**src/rtl/smb_slave_pkg.sv**
```systemverilog
package smb_slave_pkg;
  typedef enum logic [1:0] {ST_IDLE, ST_RX, ST_TX} st_e;
  typedef enum logic [1:0] {K_ADDR, K_CMD, K_CNT, K_DATA} kind_e;
endpackage

```
**src/rtl/smb_line_sync.sv**
```systemverilog
module smb_line_sync (
  input  logic clk_i,
  input  logic rst_ni,
  input  logic scl_i,
  input  logic sda_i,
  output logic scl_o,
  output logic sda_o,
  output logic scl_rise_o,
  output logic scl_fall_o,
  output logic start_o,
  output logic stop_o
);
  logic [1:0] scl_ff, sda_ff;
  logic       scl_d, sda_d;

  always_ff @(posedge clk_i or negedge rst_ni) begin
    if (!rst_ni) begin
      scl_ff <= 2'b11;
      sda_ff <= 2'b11;
      scl_d  <= 1'b1;
      sda_d  <= 1'b1;
    end else begin
      scl_ff <= {scl_ff[0], scl_i};
      sda_ff <= {sda_ff[0], sda_i};
      scl_d  <= scl_ff[1];
      sda_d  <= sda_ff[1];
    end
  end

  assign scl_o      = scl_ff[1];
  assign sda_o      = sda_ff[1];
  assign scl_rise_o = scl_o & ~scl_d;
  assign scl_fall_o = ~scl_o & scl_d;
  // bus conditions only while SCL has been high for two samples
  assign start_o    = scl_o & scl_d & sda_d & ~sda_o;
  assign stop_o     = scl_o & scl_d & ~sda_d & sda_o;


  rise_single_chk: assert property (@(posedge clk_i) disable iff (!rst_ni)
    scl_rise_o |=> !scl_rise_o && !start_o && !stop_o);
endmodule

```
**src/rtl/smb_reg_bank.sv**
```systemverilog
module smb_reg_bank #(
  parameter int          N_REGS  = 8,
  parameter int          AW      = 3,
  parameter logic [7:0]  RST_VAL = 8'hFF
) (
  input  logic                  clk_i,
  input  logic                  rst_ni,
  input  logic                  we_i,
  input  logic [AW-1:0]         waddr_i,
  input  logic [7:0]            wdata_i,
  output logic [N_REGS-1:0][7:0] regs_o
);
  for (genvar g = 0; g < N_REGS; g++) begin : g_reg
    always_ff @(posedge clk_i or negedge rst_ni) begin
      if (!rst_ni)                         regs_o[g] <= RST_VAL;
      else if (we_i && waddr_i == AW'(g))  regs_o[g] <= wdata_i;
    end
  end


  hold_no_we_chk: assert property (@(posedge clk_i) disable iff (!rst_ni)
    !we_i |=> $stable(regs_o));
endmodule

```
**src/rtl/smb_ctl_slave.sv**
```systemverilog
module smb_ctl_slave
  import smb_slave_pkg::*;
#(
  parameter logic [6:0] ADDR7   = 7'h69,
  parameter int         N_REGS  = 8,
  parameter logic [7:0] RST_VAL = 8'hFF
) (
  input  logic                clk_i,
  input  logic                rst_ni,
  input  logic                scl_i,
  input  logic                sda_i,
  output logic                sda_oe_o,
  output logic [N_REGS*8-1:0] regs_o
);
  localparam int         AW    = (N_REGS > 1) ? $clog2(N_REGS) : 1;
  localparam logic [7:0] NREG8 = 8'(N_REGS);
  localparam logic [7:0] IDX_NONE = 8'hFF;

  logic scl_s, sda_s, scl_rise, scl_fall, start_det, stop_det;
  smb_line_sync u_sync (
    .clk_i, .rst_ni, .scl_i, .sda_i,
    .scl_o(scl_s), .sda_o(sda_s), .scl_rise_o(scl_rise), .scl_fall_o(scl_fall),
    .start_o(start_det), .stop_o(stop_det)
  );

  st_e               st_q;
  kind_e             kind_q;
  logic [3:0]        bit_cnt_q;
  logic [7:0]        rx_sr_q, tx_sr_q, idx_q;
  logic [6:0]        off_q;
  logic              oe_q, byte_mode_q, rd_dir_q, cnt_pend_q, mack_q;
  logic              we_q;
  logic [AW-1:0]     waddr_q;
  logic [7:0]        wdata_q;
  logic [N_REGS-1:0][7:0] regs;
  logic [7:0]        rd_byte, next_tx;
  logic [7:0]        idx_step;

  smb_reg_bank #(.N_REGS(N_REGS), .AW(AW), .RST_VAL(RST_VAL)) u_bank (
    .clk_i, .rst_ni, .we_i(we_q), .waddr_i(waddr_q), .wdata_i(wdata_q), .regs_o(regs)
  );

  assign regs_o   = regs;
  assign sda_oe_o = oe_q;
  assign rd_byte  = (idx_q < NREG8) ? regs[idx_q[AW-1:0]] : 8'h00;
  assign next_tx  = cnt_pend_q ? NREG8 : rd_byte;
  // byte mode parks the index out of range after one access
  assign idx_step = byte_mode_q ? IDX_NONE : ((idx_q == IDX_NONE) ? IDX_NONE : idx_q + 8'd1);

  always_ff @(posedge clk_i or negedge rst_ni) begin
    if (!rst_ni) begin
      st_q <= ST_IDLE; kind_q <= K_ADDR; bit_cnt_q <= '0;
      rx_sr_q <= '0; tx_sr_q <= '0; idx_q <= '0; off_q <= '0;
      oe_q <= 1'b0; byte_mode_q <= 1'b0; rd_dir_q <= 1'b0; cnt_pend_q <= 1'b0; mack_q <= 1'b0;
      we_q <= 1'b0; waddr_q <= '0; wdata_q <= '0;
    end else begin
      we_q <= 1'b0;
      if (stop_det) begin
        st_q <= ST_IDLE;
        oe_q <= 1'b0;
      end else if (start_det) begin
        st_q <= ST_RX; kind_q <= K_ADDR; bit_cnt_q <= '0; oe_q <= 1'b0;
      end else if (st_q != ST_IDLE) begin
        if (scl_rise) begin
          bit_cnt_q <= bit_cnt_q + 4'd1;
          if (st_q == ST_RX && bit_cnt_q < 4'd8) rx_sr_q <= {rx_sr_q[6:0], sda_s};
          if (bit_cnt_q == 4'd8) mack_q <= ~sda_s;
        end else if (scl_fall) begin
          if (bit_cnt_q == 4'd8) begin
            if (st_q == ST_TX) oe_q <= 1'b0;
            else begin
              unique case (kind_q)
                K_ADDR: begin
                  if (rx_sr_q[7:1] == ADDR7) begin
                    oe_q <= 1'b1; rd_dir_q <= rx_sr_q[0]; kind_q <= K_CMD;
                    if (rx_sr_q[0]) begin
                      idx_q      <= byte_mode_q ? {1'b0, off_q} : 8'h00;
                      cnt_pend_q <= ~byte_mode_q;
                    end
                  end else st_q <= ST_IDLE;
                end
                K_CMD: begin
                  oe_q <= 1'b1; byte_mode_q <= rx_sr_q[7]; off_q <= rx_sr_q[6:0];
                  idx_q  <= rx_sr_q[7] ? {1'b0, rx_sr_q[6:0]} : 8'h00;
                  kind_q <= rx_sr_q[7] ? K_DATA : K_CNT;
                end
                K_CNT: begin
                  oe_q <= 1'b1; kind_q <= K_DATA;
                end
                K_DATA: begin
                  oe_q <= 1'b1;
                  if (idx_q < NREG8) begin
                    we_q <= 1'b1; waddr_q <= idx_q[AW-1:0]; wdata_q <= rx_sr_q;
                  end
                  idx_q <= idx_step;
                end
              endcase
            end
          end else if (bit_cnt_q == 4'd9) begin
            bit_cnt_q <= '0;
            if ((st_q == ST_RX && rd_dir_q) || (st_q == ST_TX && mack_q)) begin
              st_q <= ST_TX; tx_sr_q <= next_tx; oe_q <= ~next_tx[7]; cnt_pend_q <= 1'b0;
              if (!cnt_pend_q) idx_q <= idx_step;
            end else begin
              oe_q <= 1'b0;
              if (st_q == ST_TX) st_q <= ST_IDLE;
            end
          end else if (st_q == ST_TX && bit_cnt_q != 4'd0) begin
            oe_q    <= ~tx_sr_q[6];
            tx_sr_q <= {tx_sr_q[6:0], 1'b0};
          end
        end
      end
    end
  end


  oe_edge_scl_low_chk: assert property (@(posedge clk_i) disable iff (!rst_ni)
    !$stable(oe_q) |-> $past(!scl_s || start_det || stop_det));

  stop_release_chk: assert property (@(posedge clk_i) disable iff (!rst_ni)
    stop_det |=> st_q == ST_IDLE && !oe_q);

  start_restart_chk: assert property (@(posedge clk_i) disable iff (!rst_ni)
    start_det && !stop_det |=> st_q == ST_RX && kind_q == K_ADDR && bit_cnt_q == 4'd0);

  bit_cnt_bound_chk: assert property (@(posedge clk_i) disable iff (!rst_ni)
    bit_cnt_q <= 4'd9);

  we_in_range_chk: assert property (@(posedge clk_i) disable iff (!rst_ni)
    we_q |-> $past(idx_q) < NREG8);
endmodule

```
**config.mk**
```make
export PLATFORM = sky130hd
export DESIGN_NAME = smb_ctl_slave
export DESIGN_NICKNAME = d
export VERILOG_FILES = /design/src/rtl/smb_slave_pkg.sv /design/src/rtl/smb_line_sync.sv /design/src/rtl/smb_reg_bank.sv /design/src/rtl/smb_ctl_slave.sv
export SDC_FILE = /design/constraint.sdc
export NUM_CORES = 1
export LEC_CHECK = 0
export BUFFER_PORTS_ARGS = -buffer_cell sky130_fd_sc_hd__buf_4
export CAP_MARGIN = 25
export CELL_PAD_IN_SITES_DETAIL_PLACEMENT = 0
export CELL_PAD_IN_SITES_GLOBAL_PLACEMENT = 1
export CORE_ASPECT_RATIO = 1.5
export CORE_MARGIN = 3
export CORE_UTILIZATION = 45
export DETAILED_ROUTE_END_ITERATION = 8
export PLACE_DENSITY = 0.71
export SYNTH_ARGS = -nofsm -noshare
export SYNTH_HDL_FRONTEND = slang
export SYNTH_SLANG_ARGS = --single-unit
```
**constraint.sdc**
```tcl
create_clock -name clk_i -period 3.66 [get_ports clk_i]
set_clock_uncertainty 0.15 [all_clocks]
set_input_delay 0.183 -clock clk_i [delete_from_list [all_inputs] [get_ports clk_i]]
set_output_delay 0.183 -clock clk_i [all_outputs]
set_load 0.05 [all_outputs]
```
==> flow_summary.yaml, run 1 <==
power_and_ir_drop:
  seq_power_share_pct: 45.5
  pwr-share-comb_pct: 4.5
  pwr-share-clk_pct: 49.9
  sw_frac_of_total_pct: 24.86
  ir_worst_vdd_v: 0.0002957
  powerDensity_nw_per_um2: 440.4
  total_leakage_power_uw: 0.003383
  power_switching_uw: 819.7
  internal-power_uw: 2477
clocking:
  clk_pin_slew_worst_paths_ns: 0.06
  htreeDepth: 4
  clk_latency_ns: 0.41
  cts_num_sinks: 125
  cts_tree: "done"
  cts_buffer_depth: 2
  cts_buffers: 17
  cts.root.buffer_cell: "clkbuf_16"
global_route:
  overflow: 0
  grt_pass1_wl_um: 24790
  antenna_found_initial: 0
  grt_max_degree: 68
  grtUsageTotal_pct: 21.46
  grt_pass1_vias: 4415
critical_path:
  end_kind: "register"
  start_kind: "register"
  cp.required_ns: 3.80
  crit_chain: "inv_1 > ha_1 > and3b_1 > mux2_4 > a2111oi_4 > buf_4 > a21oi_1 > o22a_1"
  crit_family: "compound AO/OA/AOI/OAI gates"
  worstPathArrival_ns: 3.16
  worstPathMaxFanout: 17
  max_stage_delay_ns: 0.58
  worstSetupPathType: "reg2reg"
  slowest_stage: "and3b_1"
  cp.buffers_inverters: 2
place:
  dp_hpwl_um: 10600
  gp_congestion: 0.7994
  port_buffers: 68
  post_dp_cell_area_um2: 6878
detailed_routing:
  vias: 4222
  ant_nets: 0
  drt_wl_total_um: 15420
  wl_met2_um: 8188
  drt_iter0_drc: 157
  vias_per_cell: 5.864
  dr_wl_met3_um: 534
  drc: 0
  wire_per_inst_um: 21.42
  wirelength_met1_um: 6452
  first_pass_iters: 4
  route.top_layer_used: "met4"
timing:
  relSlewSlack_pct: 31.92
  rsz0062_at_grt: "no"
  setup_violations: 0
  fin_tns_setup_ns: 0
  tightest_slew_ns: 1.017
  fin_crit_ns: 3.020
  clock.fmax_mhz: 331.1
  hold_viol: 0
  maxSlewViolCount: 0
  fin_crit_sh_pct: 82.51
finish:
  fillers: 1174
  fin_area_um2: 7487
  n_antenna_cell: 0
  fin_nets: 560
  layout_common_cells: "100 x mux2_2, 73 x buf_4, 70 x dfstp_2"
  final_common_cell: "mux2_2"
  area_growth_pct: 20.38
  layout-drive-gt1-share_pct: 54.66
yosys:
  ys_ff_latch: 125
  syn-num-nets: 485
  synth_ff_type: "dfstp_2"
  ys_types: 63
  syn_area_per_cell_um2: 13.23
  synth_top_area_cell: "dfstp_2"
  yosys-top-cells-area: "dfstp_2 30%, dfrtp_1 22%, mux2_2 18%"
  netlist_instances: 470
  synth_edf_count: 0
  yosys_warnings: 0
  synthArstFlopShare_pct: 100.0
  yosysSeqAreaShare_pct: 51.70
  synthesis.area_um2: 6220
  yosysTopAreaCellShare_pct: 29.57
worst_hold_path:
  hold_path_class: "reg2reg"
floorplan:
  start_util_pct: 45.96
  fp.dieW_um: 102.0
  die_h_um: 150.0
  num_io_pins: 69
  core-area_um2: 13530
  die-area_um2: 15300
  num_rows: 52
status:
  status: "complete, no violations"
flow_run:
  drv_cap: 0
==> flip-flops by register name, indices dropped and copies added, names as in the netlist, 2 cells and up <==
register / flops
u_bank.regs_o: 64
waddr_q: 3
kind_q: 2
tx_sr_q: 7
idx_q: 8
off_q: 7
bit_cnt_q: 4
wdata_q: 8
u_sync.scl_ff: 2
st_q: 2
u_sync.sda_ff: 2
rx_sr_q: 8
==> kinds of logic (layout without fill, tap and decap cells) <==
kind of cell	Yosys count	in the layout	share of synthesized area, %
adder cells (fa/ha/maj)	11	11	2.213
multiplexers	120	120	24.42
XOR/XNOR	1	1	0.1408
AO/OA/AOI/OAI	89	89	10.26
flip-flops	125	125	51.70
AND/OR/NAND/NOR	91	91	8.730
buffers and inverters	33	121	2.535
==> layer usage <==
metal / track usage (%) / vias up
met5: 0 / -
met3: 4.478 / 22
li1: - / 1937
met1: 27.71 / 2179
met2: 36.26 / 84
met4: 6.041 / 0
==> final cells by class <==
type	instances	area, um^2	share of cell area [%]
flip-flops and latches	125	3216	42.95
multi-input cells	312	2846	38.02
repair buffers	77	598.1	7.988
clock buffers	18	450.4	6.016
well taps	162	202.7	2.707
clock inverters	14	128.9	1.721
inverters	12	45.04	0.6016
==> cell usage after synthesis, types with 2 or more instances <==
library cell  number
mux2_2           100
dfstp_2           70
dfrtp_1           55
a21oi_1           22
nor2_1            20
mux4_2            15
nand2_1           15
o21ai_0           15
inv_1             12
clkbuf_1          11
ha_1              11
a22oi_1            9
a31oi_1            6
buf_2              6
a41o_1             5
and3_1             5
nand3_1            5
nor2b_1            5
nor3_1             5
and3b_1            4
mux2i_1            4
nand3b_1           4
nand4_1            4
a21oi_2            3
a22o_1             3
a31o_2             3
buf_6              3
nand4b_1           3
nor4bb_1           3
o31ai_1            3
a21o_1             2
and2_1             2
nand2b_1           2
nor3b_1            2
nor3b_2            2
o21bai_1           2
o22a_1             2
o41ai_1            2
==> power groups by stage <==
stage | sequential (uW) | clock (uW) | combinational [uW]
3_3_place_gp | 1520 | 0 | 145
6_report | 1500 | 1650 | 149
3_5_place_dp | 1520 | 0 | 149
4_1_cts | 1500 | 1680 | 153
5_1_grt | 1510 | 1750 | 171
2_1_floorplan | 1490 | 0 | 101
==> timing repair <==
action,4_1_cts,5_1_grt
buffers inserted,0,0
hold endpoints to repair,34,0
gates resized for setup,0,0
hold buffers,3,0
==> metrics by stage <==
step / total power, uW / cells / setup slack (ns) / utilization [%] / hold WS, ns
2_1_floorplan: 1591 / 470 / 1.290 / - / -0.2626
3_3_place_gp: 1665 / 685 / 0.7401 / 50.82 / 0.1411
6_report: 3297 / 720 / 0.6400 / 55.33 / 0.2054
3_5_place_dp: 1673 / 685 / 0.6600 / 50.82 / 0.1423
5_1_grt: 3430 / 720 / 0.4312 / 55.33 / 0.2092
4_1_cts: 3338 / 720 / 0.6299 / 55.33 / 0.2062
==> final timing paths <==
| kind | start | end | slack, ns | depth (start not counted) |
|---|---|---|---|---|
| max in group asynchronous | rst_ni | u_bank.regs_o[13]$_DFFE_PN1P_ | 2.20 | 3 |
| setup / recovery | bit_cnt_q[0]$_DFFE_PN0P_ | idx_q[6]$_DFFE_PN0P_ | 0.64 | 8 |
| setup reg to reg | bit_cnt_q[0]$_DFFE_PN0P_ | idx_q[6]$_DFFE_PN0P_ | 0.64 | 8 |
| hold reg to reg | u_sync.sda_ff[0]$_DFF_PN1_ | u_sync.sda_ff[1]$_DFF_PN1_ | 0.21 | 0 |
| min in group asynchronous | rst_ni | idx_q[3]$_DFFE_PN0P_ | 0.28 | 2 |
| hold / removal | u_sync.sda_ff[0]$_DFF_PN1_ | u_sync.sda_ff[1]$_DFF_PN1_ | 0.21 | 0 |
==> worst reg2reg max path, cell delays in order, from the launching register on <==
cell and delay, ns:
dfrtp_1 0.42, inv_1 0.11, ha_1 0.23, and3b_1 0.59, mux2_4 0.37, a2111oi_4 0.49
buf_4 0.27, a21oi_1 0.09, o22a_1 0.19
Note: power is estimated with default switching activity, not from simulation.
==> run 2, diff against run 1 <==
==> constraint.sdc (replaced) <==
create_clock -name clk_i -period 3 [get_ports clk_i]
set_clock_uncertainty 0.15 [all_clocks]
set_input_delay 0.15 -clock clk_i [delete_from_list [all_inputs] [get_ports clk_i]]
set_output_delay 0.15 -clock clk_i [all_outputs]
set_load 0.05 [all_outputs]
==> run 2 against run 1 <==
Compared with the run above: via count up 1.4%; critical path depth is the same; highest routed layer unchanged; worst setup slack got worse by 0.37 ns; combinational power rose by 45%; cell count up 1.8%; sequential power is 21% higher.
==> flow_summary.yaml, run 2 (synthesis results as in run 1) <==
detailed_routing:
  drt_iter0_drc: 160
  drc: 0
  first_pass_iters: 6
  vias: 4279
  wire_per_inst_um: 21.08
  vias_per_cell: 5.838
  ant_nets: 0
  drt_wl_total_um: 15450
global_route:
  grt_max_degree: 90
  grtUsageTotal_pct: 21.39
  overflow: 0
  grt_pass1_vias: 4469
  grt_pass1_wl_um: 24820
  antenna_found_initial: 0
critical_path:
  worstPathMaxFanout: 12
  critPathMostFrequentCell: "buf_4"
  crit_family: "simple AND/OR/NAND/NOR gates"
  max_stage_delay_ns: 0.42
  reg2reg_slack_ns: 0.27
  crit_chain: "inv_1 > ha_1 > and3b_1 > buf_4 > and4_1 > and3_1 > buf_4 > mux2_2"
  cp.buffers_inverters: 3
  worstSetupPathType: "reg2reg"
  reg2reg_to: "wdata_q[4]$_DFFE_PN0P_"
  r2r_start: "bit_cnt_q[0]$_DFFE_PN0P_"
  slowest_stage: "dfrtp_1"
  end_kind: "register"
  worstPathArrival_ns: 2.86
  crit_start: "bit_cnt_q[0]$_DFFE_PN0P_"
  cp.required_ns: 3.14
  start_kind: "register"
  rr_worst_depth: 8
power_and_ir_drop:
  internal-power_uw: 3075
  ir_worst_vdd_v: 0.0003494
  pwr-share-clk_pct: 50.2
  pwr-share-comb_pct: 5.3
  power_switching_uw: 1009
  seq_power_share_pct: 44.6
  powerDensity_nw_per_um2: 537.9
  total_leakage_power_uw: 0.003455
  sw_frac_of_total_pct: 24.70
worst_hold_path:
  hold_path_class: "in2async"
status:
  status: "complete, no violations"
finish:
  fin_area_um2: 7592
  final_common_cell: "mux2_2"
  regMostFlops: "u_bank.regs_o"
  largest_reg_flops: 64
  n_antenna_cell: 0
  fin_util_pct: 56.10
  fin_nets: 573
  area_growth_pct: 22.07
  layout-drive-gt1-share_pct: 55.52
  layout_common_cells: "100 x mux2_2, 86 x buf_4, 70 x dfstp_2"
place:
  gp_congestion: 0.8750
  post_dp_cell_area_um2: 6975
  dp_hpwl_um: 10780
  place_ws_ns: 0.2827
  port_buffers: 68
floorplan:
  num_rows: 52
  num_io_pins: 69
  start_util_pct: 45.96
  fp.dieW_um: 102.0
  die-area_um2: 15300
  core-area_um2: 13530
  die_h_um: 150.0
flow_run:
  drv_cap: 0
timing:
  relSlewSlack_pct: 52.72
  holdWs_ns: 0.09510
  hold_viol: 0
  maxSlewViolCount: 0
  fin_crit_sh_pct: 90.88
  worst_slack_ns: 0.2737
  fin_tns_setup_ns: 0
  rsz0062_at_grt: "no"
  fin_crit_ns: 2.726
  clock.fmax_mhz: 366.8
  tightest_slew_ns: 0.7055
  setup_violations: 0
clocking:
  htreeDepth: 4
  clk_latency_ns: 0.41
  cts_tree: "done"
  cts_buffer_depth: 2
  post-cts-setup-buffers: 0
  cts_num_sinks: 125
  cts_buffers: 17
  cts.root.buffer_cell: "clkbuf_16"
  clk_pin_slew_worst_paths_ns: 0.06
[run 2: changes by cell type in the layout (fill, tap and decap cells not counted)]
cell	change
clkbuf_16	-1
clkinv_2	-1
clkinvlp_4	-1
clkbuf_1	+1
bufinv_16	+1
inv_8	+1
buf_4	+13
[run 2: worst max path at each step]
stage / to / cells past startpoint
final: wdata_q[4]$_DFFE_PN0P_ / 8
after global routing: idx_q[6]$_DFFE_PN0P_ / 8
after CTS: idx_q[6]$_DFFE_PN0P_ / 8
after detailed placement: idx_q[1]$_DFFE_PN0P_ / 8
after global placement: idx_q[1]$_DFFE_PN0P_ / 8
after floorplan: idx_q[1]$_DFFE_PN0P_ / 8
[run 2: final cells by class]
type / instances / area, um^2
fillers: 1161 / 5941
flip-flops and latches: 125 / 3216
multi-input cells: 312 / 2846
repair buffers: 90 / 695.7
clock buffers: 18 / 429.2
well taps: 162 / 202.7
clock inverters: 14 / 157.7
inverters: 12 / 45.04
[run 2: repair_timing]
action	CTS	global route
hold buffers	3	0
endpoints found under the hold margin	38	0
resized for setup	0	0
[run 2: through the flow]
stage	cells	total power [uW]
2_1_floorplan	470	1941
3_3_place_gp	698	2048
3_5_place_dp	698	2059
4_1_cts	733	4128
5_1_grt	733	4243
6_report	733	4084
[run 2: power by group through the flow]
stage	combinational [uW]	clock (uW)	sequential, uW
after floorplan	123	0	1820
after CTS	218	2090	1820
after global routing	238	2180	1830
final	216	2050	1820
after global placement	207	0	1840
after detailed placement	213	0	1850
[run 2: routing by layer]
layer / vias up / global-route usage, % / part of all wire [%]
met4: 0 / 6.763 / 1.7
li1: 1957 / - / -
met3: 22 / 4.804 / 3.0
met5: - / 0 / 0
met2: 73 / 36.33 / 54
met1: 2227 / 26.90 / 42
[run 2: worst register-to-register path, cell delays in order (launching register included)]
cell and delay (ns):
dfrtp_1 0.42, inv_1 0.11, ha_1 0.26, and3b_1 0.42, buf_4 0.24, and4_1 0.25, and3_1 0.19, buf_4 0.21
mux2_2 0.36
==> run 3, diff against run 2 <==
--- a/config.mk
+++ b/config.mk
@@ -11,9 +11,9 @@
 export CELL_PAD_IN_SITES_GLOBAL_PLACEMENT = 1
 export CORE_ASPECT_RATIO = 1.5
 export CORE_MARGIN = 3
-export CORE_UTILIZATION = 45
+export CORE_UTILIZATION = 48
 export DETAILED_ROUTE_END_ITERATION = 8
-export PLACE_DENSITY = 0.71
+export PLACE_DENSITY = 0.76
 export SYNTH_ARGS = -nofsm -noshare
 export SYNTH_HDL_FRONTEND = slang
 export SYNTH_SLANG_ARGS = --single-unit
==> run 3 against run 2 <==
Compared with the run above: sequential power about the same; die area decreased by 5.9%; routed wire length increased by 0.43%; utilization increased by 4.4 points; maximum frequency increased by 0.35%; sequential cell count unchanged; non-clock buffer count increased by 1; first-iteration DRC count increased by 57%; total power increased by 0.59%.
==> flow_summary.yaml, run 3 (synthesis results as in run 1) <==
finish:
  layout_common_cells: "100 x mux2_2, 87 x buf_4, 70 x dfstp_2"
  multi_input_area_um2: 2846
  area_growth_pct: 22.39
  fin_area_um2: 7612
  layout-drive-gt1-share_pct: 55.59
  largest_reg_flops: 64
  n_antenna_cell: 0
  regMostFlops: "u_bank.regs_o"
  layout.cells.non_filler: 728
  final_common_cell: "mux2_2"
  regArea_um2: 3216
  fillers: 1004
  fin_nets: 574
worst_hold_path:
  hold_path_class: "in2async"
place:
  post_dp_cell_area_um2: 6975
  dp_hpwl_um: 10750
  gp_congestion: 0.8698
  place_ws_ns: 0.2926
  placedCellCount: 693
  port_buffers: 68
critical_path:
  worstPathArrival_ns: 2.86
  slowest_stage: "dfrtp_1"
  cp.required_ns: 3.15
  crit_chain: "inv_1 > ha_1 > and3b_1 > mux2_4 > a2111oi_4 > buf_4 > a21oi_1 > o22a_1"
  start_kind: "register"
  end_kind: "register"
  worstPathMaxFanout: 16
  max_stage_delay_ns: 0.43
  worstSetupPathType: "reg2reg"
clocking:
  cts_tree: "done"
  cts.root.buffer_cell: "clkbuf_16"
  cts_num_sinks: 125
  clk_latency_ns: 0.42
  post-cts-setup-buffers: 0
  cts_buffer_depth: 2
  clk_pin_slew_worst_paths_ns: 0.07
  cts_buffers: 17
  htreeDepth: 4
timing:
  fin_tns_setup_ns: 0
  fin_crit_sh_pct: 90.56
  maxSlewViolCount: 0
  hold_viol: 0
  relSlewSlack_pct: 49.98
  tightest_slew_ns: 0.7463
  fin_crit_ns: 2.717
  worst_slack_ns: 0.2832
  rsz0062_at_grt: "no"
  setup_violations: 0
  clock.fmax_mhz: 368.1
floorplan:
  start_util_pct: 49.46
  die_h_um: 145.4
  fp.dieW_um: 98.95
  num_io_pins: 69
  num_rows: 50
  die-area_um2: 14390
  core-area_um2: 12570
power_and_ir_drop:
  ir_worst_vdd_v: 0.0004083
  total_leakage_power_uw: 0.003476
  powerDensity_nw_per_um2: 539.7
global_route:
  antenna_found_initial: 0
  overflow: 0
  grt_pass1_wl_um: 25540
  grt_max_degree: 52
  grtUsageTotal_pct: 22.74
  grt_pass1_vias: 4622
detailed_routing:
  ant_nets: 0
  wire_per_inst_um: 21.32
  vias: 4359
  drt_iter0_drc: 251
  vias_per_cell: 5.988
  drc: 0
  drt_wl_total_um: 15520
  first_pass_iters: 5
status:
  status: "complete, no violations"
flow_run:
  drv_cap: 0
==> run 3: power by group <==
group	total [uW]	switching, uW	internal, uW	leakage [uW]
sequential	1820	77.5	1740	0.00148
combinational	214	123	90.3	0.00170
clock	2070	780	1290	0.000298
==> run 3: per-stage QoR <==
stage	utilization, %	hold WS, ns	power (uW)
detailed placement	55.47	0.07527	2059
global placement	55.47	0.06236	2050
finish	60.54	0.1480	4108
floorplan	-	-0.2956	1941
CTS	60.54	0.1761	4148
global route	60.54	0.2053	4264
==> run 3: what timing repair did <==
action                                 in CTS  in global routing
gates resized for setup                     0                  0
endpoints found under the hold margin      32                  0
hold buffers                                3                  0
setup endpoints to repair                   0                  0
==> run 3: area by class of cell <==
class	count	area share (%)
sequential	125	42.24
multi-input combinational	312	37.39
timing repair buffer	91	9.237
clock buffer	22	6.657
tap	156	2.564
clock inverter	10	1.315
inverter	12	0.5917
==> run 3: routing by layer <==
metal	part of all wire, %	global-route usage [%]	wire, um
met1	40	27.30	6232
met2	54	39.74	8330
met3	3.8	5.036	594
met4	2.3	8.066	364
met5	0	0	0
==> run 3: worst max-delay path, delay by kind of cell, from the launching register on <==
family / cells / cell delay, ns
AOI/OAI and AO/OA: 3 / 0.63
and+or+nand+nor: 1 / 0.42
muxes: 1 / 0.35
DFF: 1 / 0.43
adders and majority gates: 1 / 0.24
buffers and inverters: 2 / 0.38
==> run 3: path summary, 6_finish.rpt <==
check                                      startpoint                             to  slack (ns)  depth (start not counted)
setup / recovery             bit_cnt_q[0]$_DFFE_PN0P_           idx_q[6]$_DFFE_PN0P_        0.28                          8
hold / removal                                 rst_ni           idx_q[4]$_DFFE_PN0P_        0.15                          2
setup reg to reg             bit_cnt_q[0]$_DFFE_PN0P_           idx_q[6]$_DFFE_PN0P_        0.28                          8
hold reg to reg            u_sync.sda_ff[0]$_DFF_PN1_     u_sync.sda_ff[1]$_DFF_PN1_        0.20                          0
max in group asynchronous                      rst_ni  u_bank.regs_o[47]$_DFFE_PN1P_        1.68                          3
min in group clk_i         u_sync.sda_ff[0]$_DFF_PN1_     u_sync.sda_ff[1]$_DFF_PN1_        0.20                          0
